`config.mk`:
```
export PLATFORM = sky130hd
export DESIGN_NAME = qwrap_addr_gen
export DESIGN_NICKNAME = d
export VERILOG_FILES = /design/src/rtl/qwrap_pkg.sv /design/src/rtl/qwrap_cfg_reg.sv /design/src/rtl/qwrap_step.sv /design/src/rtl/qwrap_addr_gen.sv
export SDC_FILE = /design/constraint.sdc
export NUM_CORES = 1
export LEC_CHECK = 0
export BUFFER_PORTS_ARGS = -buffer_cell sky130_fd_sc_hd__buf_4
export CAP_MARGIN = 20
export CORE_ASPECT_RATIO = 0.6
export CORE_MARGIN = 1
export CORE_UTILIZATION = 40
export CTS_BUF_LIST = sky130_fd_sc_hd__clkbuf_8 sky130_fd_sc_hd__clkbuf_16
export DETAILED_ROUTE_END_ITERATION = 8
export PLACE_DENSITY_LB_ADDON = 0.2
export SLEW_MARGIN = 20
export SYNTH_ARGS = -nofsm -noshare
export SYNTH_HDL_FRONTEND = slang
export SYNTH_SLANG_ARGS = --single-unit
export TNS_END_PERCENT = 50
```
`constraint.sdc`:
```
create_clock -name clk -period 1.8 [get_ports clk]
set_input_delay 0.36 -clock clk [delete_from_list [all_inputs] [get_ports clk]]
set_output_delay 0.36 -clock clk [all_outputs]
set_load 0.005 [all_outputs]
```
`src/rtl/qwrap_pkg.sv`:
```
package qwrap_pkg;
    localparam int SEL_W    = 2;
    localparam int CFG_W    = 8;

    typedef struct packed {
        logic             wrap_dis;
        logic [SEL_W-1:0] len_sel;
    } wrap_cfg_t;

    localparam wrap_cfg_t CFG_RESET = '{wrap_dis: 1'b1, len_sel: '1};
endpackage

```
`src/rtl/qwrap_cfg_reg.sv`:
```
module qwrap_cfg_reg
    import qwrap_pkg::*;
#(
    parameter int EN_BIT  = 4,
    parameter int SEL_LSB = 5
) (
    input  logic             clk,
    input  logic             rst_n,
    input  logic             load,
    input  logic [CFG_W-1:0] cfg_byte,
    output wrap_cfg_t        cfg
);
    wrap_cfg_t cfg_d, cfg_q;

    always_comb begin
        cfg_d = cfg_q;
        if (load) begin
            cfg_d.wrap_dis = cfg_byte[EN_BIT];
            cfg_d.len_sel  = cfg_byte[SEL_LSB +: SEL_W];
        end
    end

    always_ff @(posedge clk or negedge rst_n) begin
        if (!rst_n) cfg_q <= CFG_RESET;
        else        cfg_q <= cfg_d;
    end

    assign cfg = cfg_q;

    // active-low enable captured on load
    assert_cfg_enable_R2: assert property (@(posedge clk) disable iff (!rst_n)
        load |=> cfg.wrap_dis == $past(cfg_byte[EN_BIT]));
    // length select captured on load
    assert_cfg_length_R3: assert property (@(posedge clk) disable iff (!rst_n)
        load |=> cfg.len_sel == $past(cfg_byte[SEL_LSB +: SEL_W]));
    // configuration is held without a load
    assert_cfg_hold_R10: assert property (@(posedge clk) disable iff (!rst_n)
        !load |=> $stable(cfg));
endmodule

```
`src/rtl/qwrap_step.sv`:
```
module qwrap_step
    import qwrap_pkg::*;
#(
    parameter int ADDR_W   = 24,
    parameter int MIN_LOG2 = 3
) (
    input  logic [ADDR_W-1:0] addr,
    input  logic              wrap_on,
    input  logic [SEL_W-1:0]  len_sel,
    output logic [ADDR_W-1:0] nxt
);
    localparam int NSEL = 1 << SEL_W;

    logic [ADDR_W-1:0] masks [NSEL];
    logic [ADDR_W-1:0] mask;
    logic [ADDR_W-1:0] inc;

    for (genvar i = 0; i < NSEL; i++) begin : g_mask
        assign masks[i] = ADDR_W'((64'd1 << (MIN_LOG2 + i)) - 64'd1);
    end

    always_comb begin
        mask = masks[len_sel];
        inc  = addr + ADDR_W'(1);
        if (wrap_on) nxt = (addr & ~mask) | (inc & mask);
        else         nxt = inc;
    end
endmodule

```
`src/rtl/qwrap_addr_gen.sv`:
```
module qwrap_addr_gen
    import qwrap_pkg::*;
#(
    parameter int ADDR_W   = 24,
    parameter int MIN_LOG2 = 3
) (
    input  logic              clk,
    input  logic              rst_n,
    input  logic              cfg_load,
    input  logic [7:0]        cfg_byte,
    input  logic              rd_start,
    input  logic [ADDR_W-1:0] start_addr,
    input  logic              byte_adv,
    output logic [ADDR_W-1:0] cur_addr,
    output logic              wrap_on,
    output logic [1:0]        wrap_len_sel
);
    typedef struct packed {
        logic [ADDR_W-1:0] addr;
    } seq_state_t;

    wrap_cfg_t         cfg;
    logic [ADDR_W-1:0] step_addr;
    seq_state_t        st_d, st_q;

    qwrap_cfg_reg u_cfg (
        .clk      (clk),
        .rst_n    (rst_n),
        .load     (cfg_load),
        .cfg_byte (cfg_byte),
        .cfg      (cfg)
    );

    qwrap_step #(.ADDR_W(ADDR_W), .MIN_LOG2(MIN_LOG2)) u_step (
        .addr    (st_q.addr),
        .wrap_on (!cfg.wrap_dis),
        .len_sel (cfg.len_sel),
        .nxt     (step_addr)
    );

    always_comb begin
        st_d = st_q;
        if (rd_start)      st_d.addr = start_addr;
        else if (byte_adv) st_d.addr = step_addr;
    end

    always_ff @(posedge clk or negedge rst_n) begin
        if (!rst_n) st_q <= '0;
        else        st_q <= st_d;
    end

    assign cur_addr     = st_q.addr;
    assign wrap_on      = !cfg.wrap_dis;
    assign wrap_len_sel = cfg.len_sel;

    // start loads the address and overrides an advance
    assert_start_load_R4: assert property (@(posedge clk) disable iff (!rst_n)
        rd_start |=> cur_addr == $past(start_addr));
    // idle cycle keeps the address
    assert_idle_hold_R8: assert property (@(posedge clk) disable iff (!rst_n)
        !rd_start && !byte_adv |=> $stable(cur_addr));
    // linear step
    assert_linear_step_R5: assert property (@(posedge clk) disable iff (!rst_n)
        byte_adv && !rd_start && !wrap_on |=> cur_addr == $past(cur_addr) + ADDR_W'(1));
    // upper bits stay inside the window
    assert_window_fixed_R6: assert property (@(posedge clk) disable iff (!rst_n)
        byte_adv && !rd_start && wrap_on |=>
        (cur_addr >> (MIN_LOG2 + int'($past(wrap_len_sel)))) ==
        ($past(cur_addr) >> (MIN_LOG2 + int'($past(wrap_len_sel)))));
endmodule

```
Yosys cells after proc, flatten, opt, wreduce, memory -nomap -nowiden
Index checks and enable logic that the tools add are counted.
- add/subtract/negate cells: 1
- order comparisons: 1
- mux-type cells: 6
- bitwise logic cells: 5
- reduce and logical (&&, ||, !) cells: 2
- operator list (operator ; count):
    $mux 24 ; 5
    $and 24x24->24 ; 2
    $bmux 24 s2 ; 1
    $add 24x1->24 const B ; 1
    $not 24->24 ; 1
    $or 24x24->24 ; 1
    $ge 3x3->1 const B ; 1
    $not 2->3 ; 1
    $reduce_bool 2->1 ; 1
    $logic_not 1->1 ; 1
- flip-flop bits (word level): 27
- bits of input ports: 37
- output and inout port bits: 27
- logic and storage cells: 18

Logic depth before layout (Yosys ltp)
Gate-level depths: netlist of run 1.
- depth after elaboration: 10
- mapped depth: 6
- gate-level depth less buffers: 5

By module
A second synthesis of run 1 with hierarchy kept.
- cells, all modules: 176
- area total of the unflattened synthesis: 1719.1 µm²
- modules (own cells, without submodules) (module ; times used ; cells each ; area each (µm²) ; sequential area each (µm²)):
    qwrap_addr_gen ; 1 ; 105 ; 1131.1 ; 600.6
    qwrap_step ; 1 ; 65 ; 475.5 ; 0.0
    qwrap_cfg_reg ; 1 ; 6 ; 112.6 ; 78.8

Worst setup path after synthesis of run 1
No wires, ideal clock.
- path kind: register to register
- from: reg u_cfg.cfg_q, in the netlist u_cfg.cfg[2]
- to: reg st_q, in the netlist cur_addr[17]
- setup time: 82 ps
- arrival: 1839 ps
- data required time: 1718 ps
- setup slack: -120 ps
- cell stages (with the launch flop): 7
- path buffers: 2
- period minus slack after synthesis: 1920 ps
- cells stage by stage: dfstp_2 -> buf_2 -> nand2_1 -> or3_1 -> buf_2 -> or4b_1 -> a31oi_1
- cells in the longest elaborated chain, start to end: 3
- RTL lines (item ; RTL line ; text):
    from (decl) ; qwrap_cfg_reg.sv:13 ; wrap_cfg_t cfg_d, cfg_q;
    from (signal assigned) ; qwrap_cfg_reg.sv:25 ; else cfg_q <= cfg_d;
    $mux 24 ; qwrap_step.sv:25 ; if (wrap_on) nxt = (addr & ~mask) | (inc & mask);
    $mux 24 ; qwrap_addr_gen.sv:44 ; else if (byte_adv) st_d.addr = step_addr;
    $mux 24 ; qwrap_addr_gen.sv:43 ; if (rd_start) st_d.addr = start_addr;
    to (signal assigned) ; qwrap_addr_gen.sv:49 ; else st_q <= st_d;
    to (decl) ; qwrap_addr_gen.sv:24 ; seq_state_t st_d, st_q;
Every way passes these cells. The select of a mux whose other input is x is not followed.
A chain may end at the register's enable or synchronous reset.

Worst setup path after layout of run 1
Ends and elaborated chain as after synthesis.

==> results by group, run 1 <==
Status
  • Run status: finished with violations
  • Violated checks: design-rule violations

Min path
  • Tightest Hold Check Type: in -> reg
  • Worst Min Path Start: start_addr[14]
  • Worst Hold Depth: 3
  • Worst min-delay path endpoint: cur_addr[14]

Clock tree
  • CTS tree: built
  • CTS Root Cell: sky130_fd_sc_hd__clkbuf_8
  • Post-CTS Setup Bufs: 0
  • Clock-pin slew on the worst setup and hold paths: 0.09 ns
  • Number of buffers created by CTS: 3
  • Number of clock sinks: 27
  • Later-pin clock latency in the skew report: roughly 0.28 ns
  • Maximum level of the CTS H-tree: 1
  • Maximum buffer depth of the clock tree: 2

Critical path
  • Worst path top cell family by delay: simple AND/OR/NAND/NOR gates
  • Startpoint of the worst-slack reg-to-reg timing path: u_cfg.cfg[2]
  • Reg2reg path depth: 4
  • Worst-path maximum fanout: 5
  • Kind of launch point of the worst setup path: flip-flop
  • Cell with the largest stage delay on the worst path: sky130_fd_sc_hd__dfstp_2
  • Nature of the critical path endpoint: flip-flop
  • Critical path buffers and inverters: 0
  • Cells traversed along the worst timing path: nand2_4, or3_4, or4b_1, a31oi_1
  • Critical Path RT: 2.00 ns
  • Worst reg2reg setup slack: 0.04 ns
  • Terminus of the critical flop-to-flop path: cur_addr[17]
  • Delay of the slowest cell on the worst path: 0.59 ns
  • Data arrival time of the critical path: 1.96 ns
  • Classification of the worst setup path: reg -> reg

Timing
  • Worst clock skew on the final layout: 0.004847 ns
  • Achievable frequency: between 500 and 600 MHz
  • Final number of max-transition violations: 0
  • Hold violation count in the final report: 0
  • Final period utilization: 97.73%
  • Transition time of the tightest slew-check pin: between 0.3 and 0.4 ns
  • Min Clock Period, post-route: ~1.8 ns
  • Worst max-slew margin expressed relative to the limit: 73.30%
  • Setup TNS: 0 ns
  • Final worst slack: 0.04078 ns
  • Setup repair after global routing missed its margin: true
  • Setup violators final: 0

Logic synthesis
  • Number of warnings reported in the yosys synthesis log: 0
  • Distinct cells, synth: 37
  • Avg Synthesized Cell Area: 8.981 sq um
  • Fraction of the yosys area taken by sequential cells: between 40% and 50%
  • Cell area after synthesis: around 1600 sq um
  • Synthesized Nets: 218
  • Synth Instances: 180
  • Most area-consuming cells after synthesis: sky130_fd_sc_hd__dfrtp_1, sky130_fd_sc_hd__nand2_1, sky130_fd_sc_hd__o21ai_0
  • Area share of the largest cell type after synthesis: 37.15%
  • Dominant cell type by area after synthesis: sky130_fd_sc_hd__dfrtp_1
  • Flop and latch count out of synthesis: 27

Place
  • Port Buffers: 58
  • Detailed placer's ending HPWL: 3387 um
  • GPL Wtd Cong: 0.8640
  • Worst slack at placement: -0.06695 ns

Finish
  • Final net count: 296
  • Area Overhead vs Synth: 44.89%
  • Area taken by multi-input logic gates: 903.4 sq um
  • Register area: 679.4 sq um
  • Number of filler cells placed in the layout: 341
  • Diode insertion count for antenna repair: 0
  • Fraction of layout cells with a size suffix above 1: between 30% and 40%

Detailed routing
  • Length of routed wiring on met1: 2325 um
  • Detailed-routing iteration count for the pre-antenna-repair pass: 6
  • Detailed-routed wire length on met2: 1904 um
  • Detail Route Antenna Nets: 0
  • Wirelength, routed: 4549 um
  • Iteration-0 DRC Markers: 101
  • Routed wire per std cell: approximately 15 um
  • Via/cell ratio: 5.438
  • Routed length on met3: just under 300 um
  • DRC violation count after routing: 6
  • Via count: 1653
  • Topmost layer with routed signal wires: met4

Run
  • Maximum capacitance violations: 0

Floorplanning
  • Initial standard-cell utilization of the core: 42.94%
  • Std cell rows: 17
  • Area of the core: approximately 3800 sq um
  • Die Ht: 51.24 um
  • Width of the die: 84.07 um
  • Full die area: 4308 sq um
  • I/O pin total: 64

Global routing
  • Total global-route track usage: 22.52%
  • Number of global-route vias before repair: 1539
  • Global-route wire length before repair: 7465 um
  • Global route total overflow: 0
  • Number of antenna violations at the first check in global routing: 0
  • Pin count of the biggest net entering global routing: 28

Power
  • Power per cell area: around 660 nW/um^2
  • Clock network fraction of total power: about 22%
  • Net switching power of the design: 461.5 uW
  • Sw Share: 29.94%
  • Static leakage: 1.016 nW
  • Combinational share of power: between 20% and 30%
  • Fraction of power consumed by sequential logic: 49.1%
  • Internal Pwr Total: 1.080 mW
  • Max IR drop VDD: 0.0003206 V
  • Tot Pwr: about 1.5 mW
[per-layer routing]
layer | track usage [%] | vias up
met5 | 0 | -
met3 | 4.685 | 4
met1 | 34.17 | 784
li1 | - | 812
met2 | 32.79 | 53
met4 | 4.310 | 0
[final cells by class]
class	count	share of cell area [%]
multi-input cells	137	38.57
flip-flops and latches	27	29.01
repair buffers	84	27.19
well taps	47	2.511
clock buffers	3	1.763
inverters	5	0.8013
clock inverters	1	0.1603
[worst max path at each step]
stage	startpoint	end	slack, ns	cells past startpoint
final	u_cfg.cfg[2]	cur_addr[17]	0.04	4
after global routing	u_cfg.cfg[2]	cur_addr[21]	-0.02	4
after CTS	u_cfg.cfg[2]	cur_addr[13]	0.02	4
after detailed placement	u_cfg.cfg[2]	cur_addr[17]	-0.07	4
after global placement	u_cfg.cfg[2]	cur_addr[13]	-0.03	4
after floorplan	u_cfg.cfg[2]	cur_addr[13]	-0.06	6
[cell usage after synthesis, drive strengths merged]
| cell type | instances |
|---|---|
| mux2 | 4 |
| inv | 4 |
| or4 | 1 |
| dfstp | 3 |
| clkinv | 1 |
| nor3b | 2 |
| o21a | 1 |
| and2 | 1 |
| nor3 | 7 |
| nor2b | 2 |
| a2bb2oi | 1 |
| nand4 | 9 |
| clkbuf | 7 |
| nand3 | 9 |
| and4 | 4 |
| or3 | 2 |
| buf | 5 |
| dfrtp | 24 |
| ha | 1 |
| a211o | 2 |
| xor2 | 3 |
| mux2i | 5 |
| o31ai | 3 |
| nor2 | 9 |
| nand2 | 24 |
| or4b | 2 |
| xnor2 | 9 |
| nor4 | 5 |
| a31oi | 7 |
| a31o | 1 |
| a21oi | 3 |
| a22oi | 2 |
| o21ai | 16 |
| nor4b | 1 |
[worst min-delay path: stages]
cell	delay [ns]
sky130_fd_sc_hd__buf_4	0.08
sky130_fd_sc_hd__nand2_1	0.04
sky130_fd_sc_hd__o21ai_0	0.05
[kinds of logic after synthesis]
family | Yosys count | share of synthesized area [%]
and+or+nand+nor | 78 | 26.62
buffers and inverters | 17 | 4.643
DFF | 27 | 42.03
xor gates and xnor gates | 12 | 6.502
AOI/OAI and AO/OA | 36 | 13.54
adders and majority gates | 1 | 0.7739
muxes | 9 | 5.882
[per-stage QoR]
stage / instance area [sq um] / hold WS, ns / util [%] / cells
6_report: 2342 / 0.2832 / 62.21 / 304
4_1_cts: 2313 / 0.2776 / 61.45 / 303
3_5_place_dp: 2253 / 0.2965 / 59.85 / 298
2_1_floorplan: 1640 / 0.06441 / - / 180
5_1_grt: 2342 / 0.2829 / 62.21 / 304
3_3_place_gp: 2253 / 0.2975 / 59.85 / 298
[power by group through the flow]
stage,logic (mW),clock network [mW],registers [mW]
2_1_floorplan,0.181,0,0.760
3_3_place_gp,0.428,0,0.763
3_5_place_dp,0.434,0,0.765
4_1_cts,0.438,0.359,0.754
5_1_grt,0.489,0.382,0.768
6_report,0.441,0.343,0.757
[placed cells by master, fill, tap and decap left out, types with 3 or more instances in the layout]
master,count
sky130_fd_sc_hd__a21oi_1,3
sky130_fd_sc_hd__inv_1,5
sky130_fd_sc_hd__and4_1,4
sky130_fd_sc_hd__o31ai_1,3
sky130_fd_sc_hd__nand4_1,8
sky130_fd_sc_hd__a31oi_1,7
sky130_fd_sc_hd__nor3_1,7
sky130_fd_sc_hd__nand2_1,23
sky130_fd_sc_hd__clkbuf_8,3
sky130_fd_sc_hd__mux2i_1,5
sky130_fd_sc_hd__xor2_1,3
sky130_fd_sc_hd__nand3_1,9
sky130_fd_sc_hd__buf_4,82
sky130_fd_sc_hd__o21ai_0,16
sky130_fd_sc_hd__xnor2_1,9
sky130_fd_sc_hd__mux2_2,4
sky130_fd_sc_hd__dfrtp_1,24
sky130_fd_sc_hd__dfstp_2,3
sky130_fd_sc_hd__nor2_1,9
[what timing repair did]
item | 4_1_cts | 5_1_grt
pin swaps | 2 | 4
resized for setup | 1 | 4
gates cloned | 0 | 1
endpoints found under the setup margin | 5 | 7
endpoints found under the hold margin | 24 | 0
hold buffers | 1 | 0
No activity file was read; power rests on OpenSTA's default activity.
==> run 2, diff against run 1 <==
--- a/config.mk
+++ b/config.mk
@@ -9,7 +9,7 @@
 export CAP_MARGIN = 20
 export CORE_ASPECT_RATIO = 0.6
 export CORE_MARGIN = 1
-export CORE_UTILIZATION = 40
+export CORE_UTILIZATION = 44
 export CTS_BUF_LIST = sky130_fd_sc_hd__clkbuf_8 sky130_fd_sc_hd__clkbuf_16
 export DETAILED_ROUTE_END_ITERATION = 8
 export PLACE_DENSITY_LB_ADDON = 0.2
==> run 2 against run 1 <==
Net effect: the run now ends clean; final area grew 0.37%; largest cell class unchanged; final cell count down 0.33%; clock skew is 0.0015 ns lower; critical path type unchanged; critical endpoint is now cur_addr[12]; sequential share of layout area is 0.11 points lower; sequential cell count stayed put; routed wire length fell by 1.3%; combinational power is 4% higher; highest routed layer is now met3; count of clock-buffer cells in the layout unchanged; hold slack got worse by 0.0051 ns; die area down 8.8%.
==> results by group, run 2 (synthesis gave the netlist of run 1 again) <==
Clock tree
  • Number of clock sinks: 27
  • Number of buffers created by CTS: 3
  • CTS Root Cell: sky130_fd_sc_hd__clkbuf_8
  • Maximum level of the CTS H-tree: 1
  • Later-pin clock latency in the skew report: 0.28 ns
  • CTS tree: built
  • Maximum buffer depth of the clock tree: 2
  • Clock-pin slew on the worst setup and hold paths: ~0.10 ns

Timing
  • Setup violators final: 0
  • Worst max-slew margin expressed relative to the limit: 73.64%
  • Achievable frequency: 576.5 MHz
  • Worst clock skew on the final layout: 0.003312 ns
  • Final worst slack: 0.06549 ns
  • Min Clock Period, post-route: 1.735 ns
  • Hold violation count in the final report: 0
  • Setup repair after global routing missed its margin: true
  • Transition time of the tightest slew-check pin: slightly below 0.4 ns
  • Final period utilization: 96.36%
  • Final number of max-transition violations: 0
  • Setup TNS: 0 ns

Critical path
  • Critical Path RT: between 1.5 and 2 ns
  • Worst path top cell family by delay: flip-flops
  • Cells traversed along the worst timing path: buf_4, nand4_1, buf_4, nor4_2, xnor2_1, o21ai_0
  • Nature of the critical path endpoint: flip-flop
  • Most used cell, CP: sky130_fd_sc_hd__buf_4
  • Kind of launch point of the worst setup path: flip-flop
  • Critical path buffers and inverters: 2
  • Worst-path maximum fanout: 5
  • Cell with the largest stage delay on the worst path: sky130_fd_sc_hd__dfstp_2
  • Classification of the worst setup path: reg -> reg
  • Data arrival time of the critical path: 1.90 ns
  • Delay of the slowest cell on the worst path: ~0.56 ns

Detailed routing
  • Iteration-0 DRC Markers: 76
  • Topmost layer with routed signal wires: met3
  • Detail Route Antenna Nets: 0
  • Length of routed wiring on met1: 2238 um
  • Routed wire per std cell: 14.82 um
  • Routed length on met3: between 200 and 300 um
  • Detailed-routed wire length on met2: 1979 um
  • Via/cell ratio: ~5.5
  • Detailed-routing iteration count for the pre-antenna-repair pass: 4
  • Wirelength, routed: 4490 um
  • Via count: 1666
  • DRC violation count after routing: 0

Finish
  • Fraction of layout cells with a size suffix above 1: 39.92%
  • Most common cell after layout, fill and taps aside: sky130_fd_sc_hd__buf_4
  • Area Overhead vs Synth: 45.43%
  • Final net count: 297
  • Final standard cell count with taps included and fillers excluded: 303
  • Top library cells by usage in the layout, fill and taps aside: sky130_fd_sc_hd__buf_4, sky130_fd_sc_hd__dfrtp_1, sky130_fd_sc_hd__nand2_1
  • Diode insertion count for antenna repair: 0

Power
  • Max IR drop VDD: ~0.00036 V
  • Combinational share of power: 29.5%
  • Internal Pwr Total: 1.084 mW
  • Tot Pwr: approximately 1.6 mW
  • Static leakage: 1.033 nW
  • Clock network fraction of total power: 22.7%
  • Power per cell area: ~660 nW/um^2
  • Sw Share: 30.47%
  • Fraction of power consumed by sequential logic: 47.8%
  • Net switching power of the design: 475.0 uW

Global routing
  • Pin count of the biggest net entering global routing: 28
  • Total global-route track usage: 25.26%
  • Global-route wire length before repair: 7465 um
  • Number of antenna violations at the first check in global routing: 0
  • Number of global-route vias before repair: around 1600
  • Global route total overflow: 0

Floorplanning
  • Initial standard-cell utilization of the core: 47.78%
  • Area of the core: 3383 sq um
  • Full die area: 3928 sq um
  • Width of the die: about 80 um
  • Die Ht: 48.95 um
  • Std cell rows: 16
  • I/O pin total: 64

Place
  • Detailed placer's ending HPWL: about 3400 um
  • Worst slack at placement: -0.05140 ns
  • GPL Wtd Cong: 0.8393
  • Port Buffers: 58
  • # placed instances: between 200 and 300

Run
  • Maximum capacitance violations: 0

Min path
  • Tightest Hold Check Type: in -> reg

Status
  • Run status: finished, final reports clean
==> run 2: changes by cell type in the layout (fill, tap and decap cells not counted), sizes merged <==
cell / previous run / this run
buf: 83 / 85
or3: 3 / 2
==> run 2: what timing repair did <==
| action | in CTS | in global routing |
|---|---|---|
| endpoints found under the setup margin | 5 | 6 |
| endpoints found under the hold margin | 24 | 0 |
| setup buffers | 0 | 2 |
| gates resized for setup | 2 | 4 |
| pin swaps | 1 | 4 |
| hold buffers | 1 | 0 |
==> run 2: cell type report <==
cell class	count	area, sq um
clock buffers	3	41.29
fillers	281	1032
clock inverters	1	3.754
flip-flops and latches	27	679.4
inverters	5	18.77
repair buffers	86	648.1
multi-input cells	136	903.4
well taps	45	56.30
==> run 2: per-layer routing <==
layer	vias to the layer above	track usage, %
li1	814	-
met1	799	38.86
met2	53	37.46
met3	0	5.607
met4	0	2.381
met5	-	0
==> run 2: worst paths after layout <==
| path | startpoint | end | slack (ns) | cells after the start |
|---|---|---|---|---|
| max | u_cfg.cfg[2] | cur_addr[12] | 0.07 | 6 |
| min | start_addr[0] | cur_addr[0] | 0.28 | 3 |
| max reg2reg | u_cfg.cfg[2] | cur_addr[12] | 0.07 | 6 |
| min reg2reg | cur_addr[23] | cur_addr[23] | 0.60 | 3 |
| max in group asynchronous | rst_n | u_cfg.cfg[1] | 0.98 | 2 |
| min in group asynchronous | rst_n | cur_addr[8] | 0.51 | 2 |
==> run 2: tightest hold or removal path, cell delays in order <==
cell and delay, ns:
sky130_fd_sc_hd__buf_4 0.08, sky130_fd_sc_hd__nand2_1 0.04, sky130_fd_sc_hd__o21ai_0 0.05
==> run 2: power groups by stage <==
stage          combinational [mW]  clock (mW)  sequential (mW)
4_1_cts                     0.452       0.356            0.746
3_5_place_dp                0.448           0            0.757
5_1_grt                     0.511       0.385            0.755
6_report                    0.459       0.354            0.745
2_1_floorplan               0.181           0            0.760
3_3_place_gp                0.434           0            0.755
==> run 2: stage by stage <==
step                cell area, sq um  utilization, %  hold slack, ns
floorplan                       1640               -         0.06441
global placement                2251           66.53          0.2936
detailed placement              2251           66.53          0.2955
CTS                             2317           68.49          0.2806
global route                    2351           69.49          0.2917
finish                          2351           69.49          0.2781
